## src/rtl/gpu_fr_pkg.sv

```systemverilog
package gpu_fr_pkg;

  localparam int WORD_W    = 32;
  localparam int OP_LSB    = 24;
  localparam int ENV_COUNT = 8;
  localparam int ENV_IDX_W = $clog2(ENV_COUNT);
  localparam int PIX_W     = 16;
  localparam int X_BITS    = 10;
  localparam int Y_BITS    = 9;
  localparam int BUSY_BIT  = 27;

  typedef enum logic [1:0] {
    ST_HDR,
    ST_COLLECT,
    ST_EMIT,
    ST_XFER
  } fr_state_e;

  // parameter words following the header (minimum for line strips)
  function automatic logic [3:0] extra_words(input logic [7:0] op);
    case (op[7:5])
      3'd0: return (op == 8'h02) ? 4'd2 : 4'd0;
      3'd1: begin
        case (op[4:2])
          3'd0:    return 4'd3;
          3'd1:    return 4'd6;
          3'd2:    return 4'd4;
          3'd3:    return 4'd8;
          3'd4:    return 4'd5;
          3'd5:    return 4'd8;
          3'd6:    return 4'd7;
          default: return 4'd11;
        endcase
      end
      3'd2: return op[3] ? (op[4] ? 4'd4 : 4'd3) : (op[4] ? 4'd3 : 4'd2);
      3'd3: begin
        case (op[4:2])
          3'd0:    return 4'd2;
          3'd1:    return 4'd3;
          3'd2:    return 4'd1;
          3'd3:    return 4'd0;
          3'd4:    return 4'd1;
          3'd5:    return 4'd2;
          3'd6:    return 4'd1;
          default: return 4'd2;
        endcase
      end
      3'd4:       return 4'd3;
      3'd5, 3'd6: return 4'd2;
      default:    return 4'd0;
    endcase
  endfunction

  function automatic logic is_env_op(input logic [7:0] op);
    return op[7:3] == 5'b11100;
  endfunction

  function automatic logic is_img_op(input logic [7:0] op);
    return op[7:5] == 3'b101;
  endfunction

  function automatic logic is_strip_op(input logic [7:0] op);
    return (op[7:5] == 3'b010) && op[3];
  endfunction

  function automatic logic is_end_marker(input logic [31:0] w);
    return (w & 32'hF000_F000) == 32'h5000_5000;
  endfunction

  // which word slots of a strip may hold the end marker
  function automatic logic end_slot(input int unsigned idx, input logic shaded);
    if (shaded) return (idx >= 4) && (idx[0] == 1'b0);
    return idx >= 3;
  endfunction

  // size field minus one, wrapped to field width (zero selects maximum)
  function automatic logic [X_BITS-1:0] span_x_m1(input logic [X_BITS-1:0] f);
    return f - X_BITS'(1);
  endfunction

  function automatic logic [Y_BITS-1:0] span_y_m1(input logic [Y_BITS-1:0] f);
    return f - Y_BITS'(1);
  endfunction

endpackage

```

## src/rtl/gpu_fr_envregs.sv

```systemverilog
module gpu_fr_envregs
  import gpu_fr_pkg::*;
(
  input  logic                        clk,
  input  logic                        rst_n,
  input  logic                        wr_en,
  input  logic [WORD_W-1:0]           wr_data,
  input  logic                        img_busy,
  output logic [WORD_W-1:0]           status,
  output logic [ENV_COUNT*WORD_W-1:0] env_flat
);

  localparam logic [7:0] ENV_BASE = 8'hE0;

  for (genvar g = 0; g < ENV_COUNT; g++) begin : g_slot
    logic [WORD_W-1:0] slot_q;
    logic              hit;
    assign hit = wr_en && (wr_data[OP_LSB +: ENV_IDX_W] == ENV_IDX_W'(g));
    always_ff @(posedge clk or negedge rst_n) begin
      if (!rst_n) slot_q <= {8'(ENV_BASE + 8'(g)), 24'd0};
      else if (hit) slot_q <= wr_data;
    end
    assign env_flat[g*WORD_W +: WORD_W] = slot_q;
  end

  logic [10:0] draw_mode;
  logic [1:0]  mask_mode;
  assign draw_mode = env_flat[1*WORD_W +: 11];
  assign mask_mode = env_flat[6*WORD_W +: 2];

  always_comb begin
    status           = '0;
    status[10:0]     = draw_mode;
    status[12:11]    = mask_mode;
    status[BUSY_BIT] = img_busy;
  end

endmodule

```

## src/rtl/gpu_fr_pktbuf.sv

```systemverilog
module gpu_fr_pktbuf
  import gpu_fr_pkg::*;
#(
  parameter int DEPTH = 16,
  localparam int IW   = $clog2(DEPTH)
)(
  input  logic              clk,
  input  logic              wr_en,
  input  logic [IW-1:0]     wr_idx,
  input  logic [WORD_W-1:0] wr_data,
  input  logic [IW-1:0]     rd_idx,
  output logic [WORD_W-1:0] rd_data
);

  logic [WORD_W-1:0] mem [DEPTH];

  always_ff @(posedge clk) begin
    if (wr_en) mem[wr_idx] <= wr_data;
  end

  assign rd_data = mem[rd_idx];

endmodule

```

## src/rtl/gpu_fr_pixstream.sv

```systemverilog
module gpu_fr_pixstream
  import gpu_fr_pkg::*;
(
  input  logic              clk,
  input  logic              rst_n,
  input  logic              start,
  input  logic [X_BITS-1:0] pos_x,
  input  logic [Y_BITS-1:0] pos_y,
  input  logic [X_BITS-1:0] size_x,
  input  logic [Y_BITS-1:0] size_y,
  input  logic              word_fire,
  input  logic [WORD_W-1:0] word_data,
  input  logic              mask_force,
  output logic              take_ok,
  output logic              last_evt,
  output logic              pix_we,
  output logic [X_BITS-1:0] pix_x,
  output logic [Y_BITS-1:0] pix_y,
  output logic [PIX_W-1:0]  pix_data
);

  logic [X_BITS-1:0] x0_q, wm1_q, col_q;
  logic [Y_BITS-1:0] y0_q, hm1_q, row_q;
  logic              half_q;
  logic [PIX_W-1:0]  hi_q;

  logic              issue, at_last, row_end;
  logic [PIX_W-1:0]  pix_val;

  assign issue    = word_fire || half_q;
  assign row_end  = (col_q == wm1_q);
  assign at_last  = row_end && (row_q == hm1_q);
  assign last_evt = issue && at_last;
  assign take_ok  = !half_q;
  assign pix_val  = half_q ? hi_q : word_data[PIX_W-1:0];

  always_ff @(posedge clk or negedge rst_n) begin
    if (!rst_n) begin
      x0_q <= '0; y0_q <= '0; wm1_q <= '0; hm1_q <= '0;
      col_q <= '0; row_q <= '0; half_q <= 1'b0; hi_q <= '0;
    end else if (start) begin
      x0_q   <= pos_x;
      y0_q   <= pos_y;
      wm1_q  <= span_x_m1(size_x);
      hm1_q  <= span_y_m1(size_y);
      col_q  <= '0;
      row_q  <= '0;
      half_q <= 1'b0;
    end else if (issue) begin
      if (word_fire) hi_q <= word_data[WORD_W-1 -: PIX_W];
      half_q <= word_fire && !at_last;
      if (row_end) begin
        col_q <= '0;
        row_q <= row_q + Y_BITS'(1);
      end else begin
        col_q <= col_q + X_BITS'(1);
      end
    end
  end

  always_ff @(posedge clk or negedge rst_n) begin
    if (!rst_n) begin
      pix_we <= 1'b0; pix_x <= '0; pix_y <= '0; pix_data <= '0;
    end else begin
      pix_we <= issue && !start;
      if (issue && !start) begin
        pix_x    <= x0_q + col_q;
        pix_y    <= y0_q + row_q;
        pix_data <= pix_val | {mask_force, {(PIX_W-1){1'b0}}};
      end
    end
  end

endmodule

```

## src/rtl/gpu_cmd_framer.sv

```systemverilog
module gpu_cmd_framer
  import gpu_fr_pkg::*;
#(
  parameter int MAX_WORDS = 16
)(
  input  logic                        clk,
  input  logic                        rst_n,
  input  logic                        in_valid,
  input  logic [WORD_W-1:0]           in_data,
  output logic                        in_ready,
  output logic                        pkt_valid,
  output logic [WORD_W-1:0]           pkt_data,
  output logic                        pkt_last,
  output logic                        pix_we,
  output logic [X_BITS-1:0]           pix_x,
  output logic [Y_BITS-1:0]           pix_y,
  output logic [PIX_W-1:0]            pix_data,
  output logic [WORD_W-1:0]           status,
  output logic [ENV_COUNT*WORD_W-1:0] env_regs
);

  localparam int IW = $clog2(MAX_WORDS);
  localparam logic [IW-1:0] CAP_IDX = IW'(MAX_WORDS - 1);

  fr_state_e     st_q;
  logic [IW-1:0] widx_q, tgt_q, plast_q, eidx_q;
  logic          strip_q, shaded_q, img_q;

  logic [7:0]        op;
  logic              fire, hdr_fire, col_fire, word_fire;
  logic              env_we, hit_end, hit_cap, hit_len, pkt_done, xfer_start, xfer_end;
  logic              collecting, xfer_active, take_ok;
  logic [3:0]        op_extra;
  logic              buf_we;
  logic [IW-1:0]     buf_widx, buf_ridx;
  logic [WORD_W-1:0] buf_rdata;

  assign op        = in_data[WORD_W-1:OP_LSB];
  assign op_extra  = extra_words(op);
  assign fire      = in_valid && in_ready;
  assign hdr_fire  = fire && (st_q == ST_HDR);
  assign col_fire  = fire && (st_q == ST_COLLECT);
  assign word_fire = fire && (st_q == ST_XFER);

  assign collecting  = (st_q == ST_COLLECT);
  assign xfer_active = (st_q == ST_XFER);

  assign env_we   = hdr_fire && is_env_op(op);
  assign hit_end  = strip_q && end_slot(32'(widx_q), shaded_q) && is_end_marker(in_data);
  assign hit_cap  = strip_q && (widx_q == CAP_IDX);
  assign hit_len  = !strip_q && (widx_q == tgt_q);
  assign pkt_done   = col_fire && (hit_end || hit_cap || hit_len);
  assign xfer_start = pkt_done && img_q;

  always_comb begin
    case (st_q)
      ST_HDR, ST_COLLECT: in_ready = 1'b1;
      ST_XFER:            in_ready = take_ok;
      default:            in_ready = 1'b0;
    endcase
  end

  assign buf_we   = (hdr_fire && !is_env_op(op)) || col_fire;
  assign buf_widx = hdr_fire ? '0 : widx_q;
  assign buf_ridx = (st_q == ST_EMIT) ? eidx_q : IW'(1);

  assign pkt_valid = (st_q == ST_EMIT);
  assign pkt_data  = buf_rdata;
  assign pkt_last  = pkt_valid && (eidx_q == plast_q);

  always_ff @(posedge clk or negedge rst_n) begin
    if (!rst_n) begin
      st_q <= ST_HDR;
      widx_q <= '0; tgt_q <= '0; plast_q <= '0; eidx_q <= '0;
      strip_q <= 1'b0; shaded_q <= 1'b0; img_q <= 1'b0;
    end else begin
      case (st_q)
        ST_HDR: if (hdr_fire && !is_env_op(op)) begin
          eidx_q <= '0;
          if (op_extra == 4'd0) begin
            plast_q <= '0;
            st_q    <= ST_EMIT;
          end else begin
            widx_q   <= IW'(1);
            tgt_q    <= IW'(op_extra);
            strip_q  <= is_strip_op(op);
            shaded_q <= op[4];
            img_q    <= is_img_op(op);
            st_q     <= ST_COLLECT;
          end
        end
        ST_COLLECT: if (col_fire) begin
          if (xfer_start) begin
            st_q <= ST_XFER;
          end else if (pkt_done) begin
            plast_q <= widx_q;
            eidx_q  <= '0;
            st_q    <= ST_EMIT;
          end else begin
            widx_q <= widx_q + IW'(1);
          end
        end
        ST_EMIT: begin
          eidx_q <= eidx_q + IW'(1);
          if (eidx_q == plast_q) st_q <= ST_HDR;
        end
        default: if (xfer_end) st_q <= ST_HDR;
      endcase
    end
  end

  gpu_fr_pktbuf #(.DEPTH(MAX_WORDS)) u_buf (
    .clk     (clk),
    .wr_en   (buf_we),
    .wr_idx  (buf_widx),
    .wr_data (in_data),
    .rd_idx  (buf_ridx),
    .rd_data (buf_rdata)
  );

  gpu_fr_envregs u_env (
    .clk      (clk),
    .rst_n    (rst_n),
    .wr_en    (env_we),
    .wr_data  (in_data),
    .img_busy (xfer_active),
    .status   (status),
    .env_flat (env_regs)
  );

  gpu_fr_pixstream u_pix (
    .clk        (clk),
    .rst_n      (rst_n),
    .start      (xfer_start),
    .pos_x      (buf_rdata[X_BITS-1:0]),
    .pos_y      (buf_rdata[16 +: Y_BITS]),
    .size_x     (in_data[X_BITS-1:0]),
    .size_y     (in_data[16 +: Y_BITS]),
    .word_fire  (word_fire),
    .word_data  (in_data),
    .mask_force (env_regs[6*WORD_W]),
    .take_ok    (take_ok),
    .last_evt   (xfer_end),
    .pix_we     (pix_we),
    .pix_x      (pix_x),
    .pix_y      (pix_y),
    .pix_data   (pix_data)
  );

endmodule

```

## config.mk

```make
export PLATFORM = sky130hd
export DESIGN_NAME = gpu_cmd_framer
export DESIGN_NICKNAME = d
export VERILOG_FILES = /design/src/rtl/gpu_fr_pkg.sv /design/src/rtl/gpu_fr_envregs.sv /design/src/rtl/gpu_fr_pktbuf.sv /design/src/rtl/gpu_fr_pixstream.sv /design/src/rtl/gpu_cmd_framer.sv
export SDC_FILE = /design/constraint.sdc
export NUM_CORES = 1
export LEC_CHECK = 0
export ABC_AREA = 1
export CAP_MARGIN = 15
export CORE_MARGIN = 4
export CORE_UTILIZATION = 43
export CTS_BUF_LIST = sky130_fd_sc_hd__clkbuf_4
export DETAILED_ROUTE_END_ITERATION = 6
export PLACE_DENSITY_LB_ADDON = 0.08
export SLEW_MARGIN = 15
export SYNTH_ARGS = -nofsm -noshare
export SYNTH_HDL_FRONTEND = slang
export SYNTH_SLANG_ARGS = --single-unit
```

## constraint.sdc

```tcl
create_clock -name clk -period 5.64 [get_ports clk]
set_input_delay 1.128 -clock clk [delete_from_list [all_inputs] [get_ports clk]]
set_output_delay 1.128 -clock clk [all_outputs]
set_load 0.02 [all_outputs]
```

==> impl_metrics.yaml, run 1 <==
placement:
  detailedPlacementHpwl_um: 69200
  port_buffers: 375
  numPlacedInstances: 4680
  gp_congestion: 0.859
  post_dp_cell_area_mm2: 0.0418
floorplanning:
  floorplan.core_area_mm2: 0.0850
  die-height_um: 301
  die_area_mm2: 0.0904
  chipWidth_um: 301
  floorplan.io_pins: 394
  initial_cell_density_of_the_core_pct: 43.3
  row_count: 107
worst_setup_path:
  critical_path_required_ps: 4510
  cpPeakStageDelay_ps: 690
  critical_path_class: "register to output pin"
  critical_path.n_buffers_inverters: 2
  type_of_element_launching_the_critical_path: "register"
  crit_path_max_fanout: 168
  crit_chain: "nand2_4, nor2_4, buf_12, o21ai_0, o211ai_1, nand3_1, nand2_1, clkdlybuf4s50_1"
  timing.critical_path.arrival_ps: 4180
  cpMaxStageDelayCell: "sky130_fd_sc_hd__clkdlybuf4s50_1"
  worstSetupEndpointType: "output pin"
  critPathTopFamily: "buffers and inverters"
min_path:
  worstHoldPathType: "primary input to asynchronous set/reset pin"
yosys:
  number_of_synthesized_flops_with_an_enable_pin: 512
  seq_cells_post_synth: 899
  post_synth_mux_area_share_pct: 0
  asyncSetResetFlopFracSynth_pct: 43.0
  post-synth-top-area-cell: "sky130_fd_sc_hd__edfxtp_1"
  synth_xor_area_share_pct: 1.21
  adder_and_majority_gate_portion_of_the_synthesized_area_pct: 0.958
  ys_dominant_reg_cell: "sky130_fd_sc_hd__edfxtp_1"
  largest_family_of_logic_cells_by_synthesized_area: "simple AND/OR/NAND/NOR gates"
  synth_top_cell_area_share_pct: 41.8
  synth_area_mm2: 0.0368
  post_synth_num_cell_types: 40
  post_synthesis_compound_gate_area_fraction_pct: 11.7
  yosysSeqAreaShare_pct: 68.2
  postSynthCellCount: 3304
  yosysWarningCount: 0
  yosys-top-cells-area: "sky130_fd_sc_hd__edfxtp_1 42%, sky130_fd_sc_hd__dfrtp_1 24%, sky130_fd_sc_hd__nand2_1 7.4%"
  post_synth_and_or_nand_nor_area_fraction_pct: 12.9
  syn_avg_cell_area_um2: 11.1
clock_tree:
  cts-root-to-sink-buffers: 3
  htree_num_levels: 4
  post_cts_resized: 0
  tritoncts: "built"
  clkSlewWorstSetupHoldPaths_ps: 70
  clkSinkCount: 899
  num_cts_buffers: 231
  clock_latency_ps: 1080
  clock_tree.root_cell: "sky130_fd_sc_hd__clkbuf_4"
  postCtsSetupBuffers: 0
  cts_hold_buf: 0
power:
  leakagePower_nw: 18.1
  worst_ir_drop_vdd_mv: 0.239
  report.power.total_mw: 17.7
  power_density_mw_per_mm2: 397
routing:
  drt-vias-per-instance: 5.22
  drt_pre_antenna_iters: 5
  ant_nets: 0
  drcViolationCount: 0
  drt_wl_cell_um: 22.3
  first_iter_violations: 1841
  total_wirelength_of_the_detailed_routed_design_um: 114000
  detailroute.via_count: 26600
final_layout:
  layout.cells.most_common_list: "713 x sky130_fd_sc_hd__nand2_1, 512 x sky130_fd_sc_hd__edfxtp_1, 441 x sky130_fd_sc_hd__o21ai_0"
  post_layout_instance_area_mm2: 0.0447
  fin_util_pct: 52.6
  instances_no_fill: 5100
  layout-drive-gt1-share_pct: 14.5
  layout_commonest_cell: "sky130_fd_sc_hd__nand2_1"
  final_net_count: 3832
  layout-area-overhead-vs-synth_pct: 21.5
grt:
  grt-ovfl-total: 0
  track_usage_pct: 24.9
  number_of_antenna_violations_at_the_first_check_in_global_routing: 6
  largest_net_degree_at_the_start_of_global_routing: 169
  grt_pass1_wl_um: 170000
  grt_pass1_vias: 26900
timing:
  rsz_0062_raised_after_global_routing: "no"
  hold_violations: 0
  setup_total_negative_slack_ps: 0
  tightest_slew_ps: 1090
  report.final.slew_viol_count: 0
  finalCriticalPeriod_ps: 5310
  slew_headroom_pct: 26.8
  finClkSkew_ps: 72.8
  min_period_over_period_pct: 94.2
  timing.final.setup_violations: 0
  fmax_mhz: 188
outcome:
  outcome: "complete, no violations"
flow_run:
  max_cap_viol_count: 0
==> layout make-up <==
class,count,area (um2)
Inverter,216,813
Timing Repair Buffer,437,4350
Antenna cell,8,20.0
Clock inverter,69,362
Fill cell,7488,40300
Sequential cell,899,25100
Multi-Input combinational cell,1985,10100
Tap cell,1144,1430
Clock buffer,342,2570
==> state kept, by name (all words and copies together), names as in the netlist, 9 cells and up <==
signal and flops:
u_buf.mem 512, u_env.g_slot.slot_q 256, u_pix.col_q 10, u_pix.hi_q 16, u_pix.hm1_q 9, u_pix.pix_data 16, u_pix.pix_x 10, u_pix.pix_y 9
u_pix.row_q 9, u_pix.wm1_q 10, u_pix.x0_q 10, u_pix.y0_q 9
==> stage by stage <==
stage / hold slack (ps) / setup WS (ps)
finish: 145 / 329
global route: 119 / 53.6
CTS: 55.7 / 6.02
detailed placement: 442 / 972
global placement: 440 / 994
floorplan: 453 / 702
==> worst register-to-register path, cell delays in order (launching register included) <==
cell and delay, ps:
sky130_fd_sc_hd__dfrtp_1 500, sky130_fd_sc_hd__nor2_1 240, sky130_fd_sc_hd__inv_1 80, sky130_fd_sc_hd__nor2_2 190, sky130_fd_sc_hd__inv_1 140, sky130_fd_sc_hd__nor2_1 160, sky130_fd_sc_hd__nor2_1 150, sky130_fd_sc_hd__inv_1 160
sky130_fd_sc_hd__nand2_1 160, sky130_fd_sc_hd__a211oi_4 490, sky130_fd_sc_hd__buf_4 530
==> cell usage after synthesis, drive strengths merged, types with 16 or more instances <==
master / n
edfxtp: 512
nor3: 16
or2: 73
o21ai: 475
nor2: 219
dfrtp: 351
nand2: 726
ha: 25
inv: 213
a21oi: 25
nand3: 99
o211ai: 189
dfstp: 36
o221ai: 29
clkbuf: 119
xor2: 37
buf: 103
==> path summary, 6_finish.rpt <==
| check | slack (ps) | endpoint | depth (start not counted) | startpoint |
|---|---|---|---|---|
| max | 330 | pkt_data[16] | 8 | st_q[1]$_DFFE_PN0P_ |
| min | 140 | u_env.g_slot[1].slot_q[26]$_DFFE_PN0P_ | 1 | rst_n |
| max reg2reg | 2470 | u_buf.mem[0][0]$_DFFE_PP_ | 10 | st_q[1]$_DFFE_PN0P_ |
| min reg2reg | 450 | u_env.g_slot[1].slot_q[24]$_DFFE_PN1P_ | 2 | u_env.g_slot[1].slot_q[24]$_DFFE_PN1P_ |
| max in group asynchronous | 4350 | widx_q[3]$_DFFE_PN0P_ | 2 | rst_n |
| min in group clk | 450 | u_env.g_slot[1].slot_q[24]$_DFFE_PN1P_ | 2 | u_env.g_slot[1].slot_q[24]$_DFFE_PN1P_ |
==> power by group <==
group | total, mW | switching (mW) | leakage (nW) | internal [mW]
registers | 7.94 | 0.364 | 9.76 | 7.57
clock network | 5.50 | 2.67 | 1.74 | 2.82
logic | 4.32 | 2.83 | 6.58 | 1.48
total | 17.7 | 5.87 | 18.1 | 11.9
==> kinds of logic after synthesis <==
kind of cell	count (synthesis)
and+or+nand+nor	1150
DFF	899
AOI/OAI and AO/OA	738
buffers and inverters	438
xor gates and xnor gates	51
adders and majority gates	27
other	1
==> layer usage <==
metal	vias up	share of wire (%)	GRT usage, %
li1	12400	-	-
met1	13100	43	33.2
met2	951	47	39.7
met3	148	8.2	7.78
met4	2	2.0	6.71
met5	-	0.012	0
(Power assumes the default switching activity.)
==> run 2: changes to the inputs <==
CORE_UTILIZATION = 57   (was 43)
CTS_BUF_LIST = sky130_fd_sc_hd__clkbuf_16   (was sky130_fd_sc_hd__clkbuf_4)
SKIP_LAST_GASP = 1   (was unset)
==> run 2 against run 1 <==
  * Clock skew down 54 ps
  * Core utilization grew 17 points
  * Design area fell by 0.74%
  * Hold slack gained 310 ps
  * Critical path type unchanged
  * Critical endpoint is now pkt_data[25]
==> impl_metrics.yaml, run 2 (same netlist as run 1, synthesis figures left out) <==
grt:
  use_met3_pct: 8.57
  track_usage_pct: 31.2
  grt_pass1_wl_um: 162000
  grtUsageMet1_pct: 42.5
  grt-ovfl-total: 0
  largest_net_degree_at_the_start_of_global_routing: 169
  number_of_antenna_violations_at_the_first_check_in_global_routing: 6
  busiest_layer_in_global_routing: "met2"
  grt_pass1_vias: 26300
  use_met2_pct: 50.0
placement:
  gp_congestion: 0.917
  port_buffers: 375
  place_worst_setup_slack_ps: 1150
  detailedPlacementHpwl_um: 64200
floorplanning:
  chipWidth_um: 262
  floorplan.io_pins: 394
  floorplan.core_area_mm2: 0.0635
  row_count: 92
  die_area_mm2: 0.0687
  die-height_um: 262
  initial_cell_density_of_the_core_pct: 57.9
clock_tree:
  num_cts_buffers: 90
  clkSinkCount: 899
  clkSlewWorstSetupHoldPaths_ps: 60
  post_cts_resized: 0
  cts_hold_buf: 0
  clock_latency_ps: 640
  htree_num_levels: 3
  cts-root-to-sink-buffers: 3
  clock_tree.root_cell: "sky130_fd_sc_hd__clkbuf_16"
  postCtsSetupBuffers: 0
  tritoncts: "built"
timing:
  finalCriticalPeriod_ps: 5120
  min_period_over_period_pct: 90.9
  final.setup.worst_slack_ps: 515
  setup_total_negative_slack_ps: 0
  report.final.slew_viol_count: 0
  tightest_slew_ps: 1080
  timing.final.setup_violations: 0
  finClkSkew_ps: 18.4
  rsz_0062_raised_after_global_routing: "no"
  hold_violations: 0
  fmax_mhz: 195
  slew_headroom_pct: 28.0
min_path:
  worstHoldPathType: "register to register"
routing:
  total_wirelength_of_the_detailed_routed_design_um: 107000
  detailroute.via_count: 26500
  drt_pre_antenna_iters: 6
  drt-vias-per-instance: 5.83
  drt_wl_cell_um: 23.5
  drcViolationCount: 0
  first_iter_violations: 2693
  ant_nets: 0
final_layout:
  nFillCells: 4571
  layout-drive-gt1-share_pct: 9.32
  layout.cells.most_common_list: "713 x sky130_fd_sc_hd__nand2_1, 512 x sky130_fd_sc_hd__edfxtp_1, 441 x sky130_fd_sc_hd__o21ai_0"
  largest_reg_flops: 512
  top_regs: "u_buf.mem: 512 flops, u_env.g_slot.slot_q: 256 flops"
  seq_area_mm2: 0.0251
  largest_register: "u_buf.mem"
  final_net_count: 3687
  layout_commonest_cell: "sky130_fd_sc_hd__nand2_1"
  layout-area-overhead-vs-synth_pct: 20.7
  multi_input_comb_area_mm2: 0.0101
power:
  report.power.total_mw: 18.3
  leakagePower_nw: 17.9
  power.share.sequential_pct: 43.4
  combinationalPowerShare_pct: 23.0
  power_density_mw_per_mm2: 412
  internal_power_mw: 12.7
  power_frac_clock_pct: 33.6
  worst_ir_drop_vdd_mv: 0.306
  netSwitchingPower_mw: 5.63
  switching_share_pct: 30.7
worst_setup_path:
  critical_path_class: "register to output pin"
  critical_path_required_ps: 4510
  r2r_setup_slack_ps: 2540
  timing.critical_path.arrival_ps: 4000
  type_of_element_launching_the_critical_path: "register"
  crit_path_max_fanout: 30
  worstSetupEndpointType: "output pin"
outcome:
  outcome: "complete, no violations"
flow_run:
  max_cap_viol_count: 0
-- run 2: cell count changes in the layout (fill, tap and decap cells not counted), sizes merged --
| cell | before | now |
|---|---|---|
| clkbuf | 342 | 93 |
| clkinvlp | 4 | 0 |
| buf | 63 | 60 |
| diode | 8 | 2 |
| nand2 | 727 | 726 |
| bufinv | 1 | 14 |
| clkinv | 61 | 41 |
| inv | 219 | 236 |
-- run 2: layer usage --
metal,wire length (um),part of all wire (%)
met2,51400,48
met1,42600,40
met5,59,0.055
met3,9910,9.3
met4,3150,2.9
-- run 2: path summary, 6_finish.rpt --
path | startpoint | endpoint | cells after the start
worst min-delay path | u_env.g_slot[4].slot_q[26]$_DFFE_PN1P_ | u_env.g_slot[4].slot_q[26]$_DFFE_PN1P_ | 2
worst max register to register | st_q[1]$_DFFE_PN0P_ | u_buf.mem[15][18]$_DFFE_PP_ | 10
min in group asynchronous | rst_n | u_env.g_slot[5].slot_q[25]$_DFFE_PN0P_ | 1
worst max-delay path | st_q[0]$_DFFE_PN0P_ | pkt_data[25] | 10
worst min register to register | u_env.g_slot[4].slot_q[26]$_DFFE_PN1P_ | u_env.g_slot[4].slot_q[26]$_DFFE_PN1P_ | 2
max in group asynchronous | rst_n | u_env.g_slot[2].slot_q[13]$_DFFE_PN0P_ | 2
-- run 2: worst max-delay path, cell delays in order, from the launching register on --
cell and delay (ps):
sky130_fd_sc_hd__dfrtp_1 430, sky130_fd_sc_hd__inv_2 150, sky130_fd_sc_hd__nand2_4 120, sky130_fd_sc_hd__nor2_4 830, sky130_fd_sc_hd__buf_4 440, sky130_fd_sc_hd__or2_2 170, sky130_fd_sc_hd__o21ai_0 70, sky130_fd_sc_hd__o22ai_1 150
sky130_fd_sc_hd__o211ai_1 120, sky130_fd_sc_hd__nand2_1 200, sky130_fd_sc_hd__clkdlybuf4s50_1 650
-- run 2: final cells by class --
cell class	instances	area share [%]
sequential	899	56.5
multi-input combinational	1984	22.7
timing repair buffer	434	9.68
clock buffer	93	5.24
tap	846	2.38
inverter	216	1.83
clock inverter	75	1.64
antenna	2	0.0113
-- run 2: power groups by stage --
stage               Combinational [mW]  Clock (mW)  Sequential [mW]
finish                            4.21        6.16             7.94
global route                      4.59        6.51             8.00
CTS                               4.23        6.24             7.94
detailed placement                4.19           0             8.05
global placement                  4.12           0             8.03
floorplan                         2.20           0             8.20
-- run 2: stage by stage --
step                      instance area (um2)  util (%)  hold slack, ps  cells
after detailed placement                41400      65.1             441   4379
after CTS                               44400      69.9             451   4547
after floorplan                         36900         -             453   3321
after global routing                    44400      69.9             465   4547
after global placement                  41400      65.1             441   4379
final                                   44400      69.9             451   4549
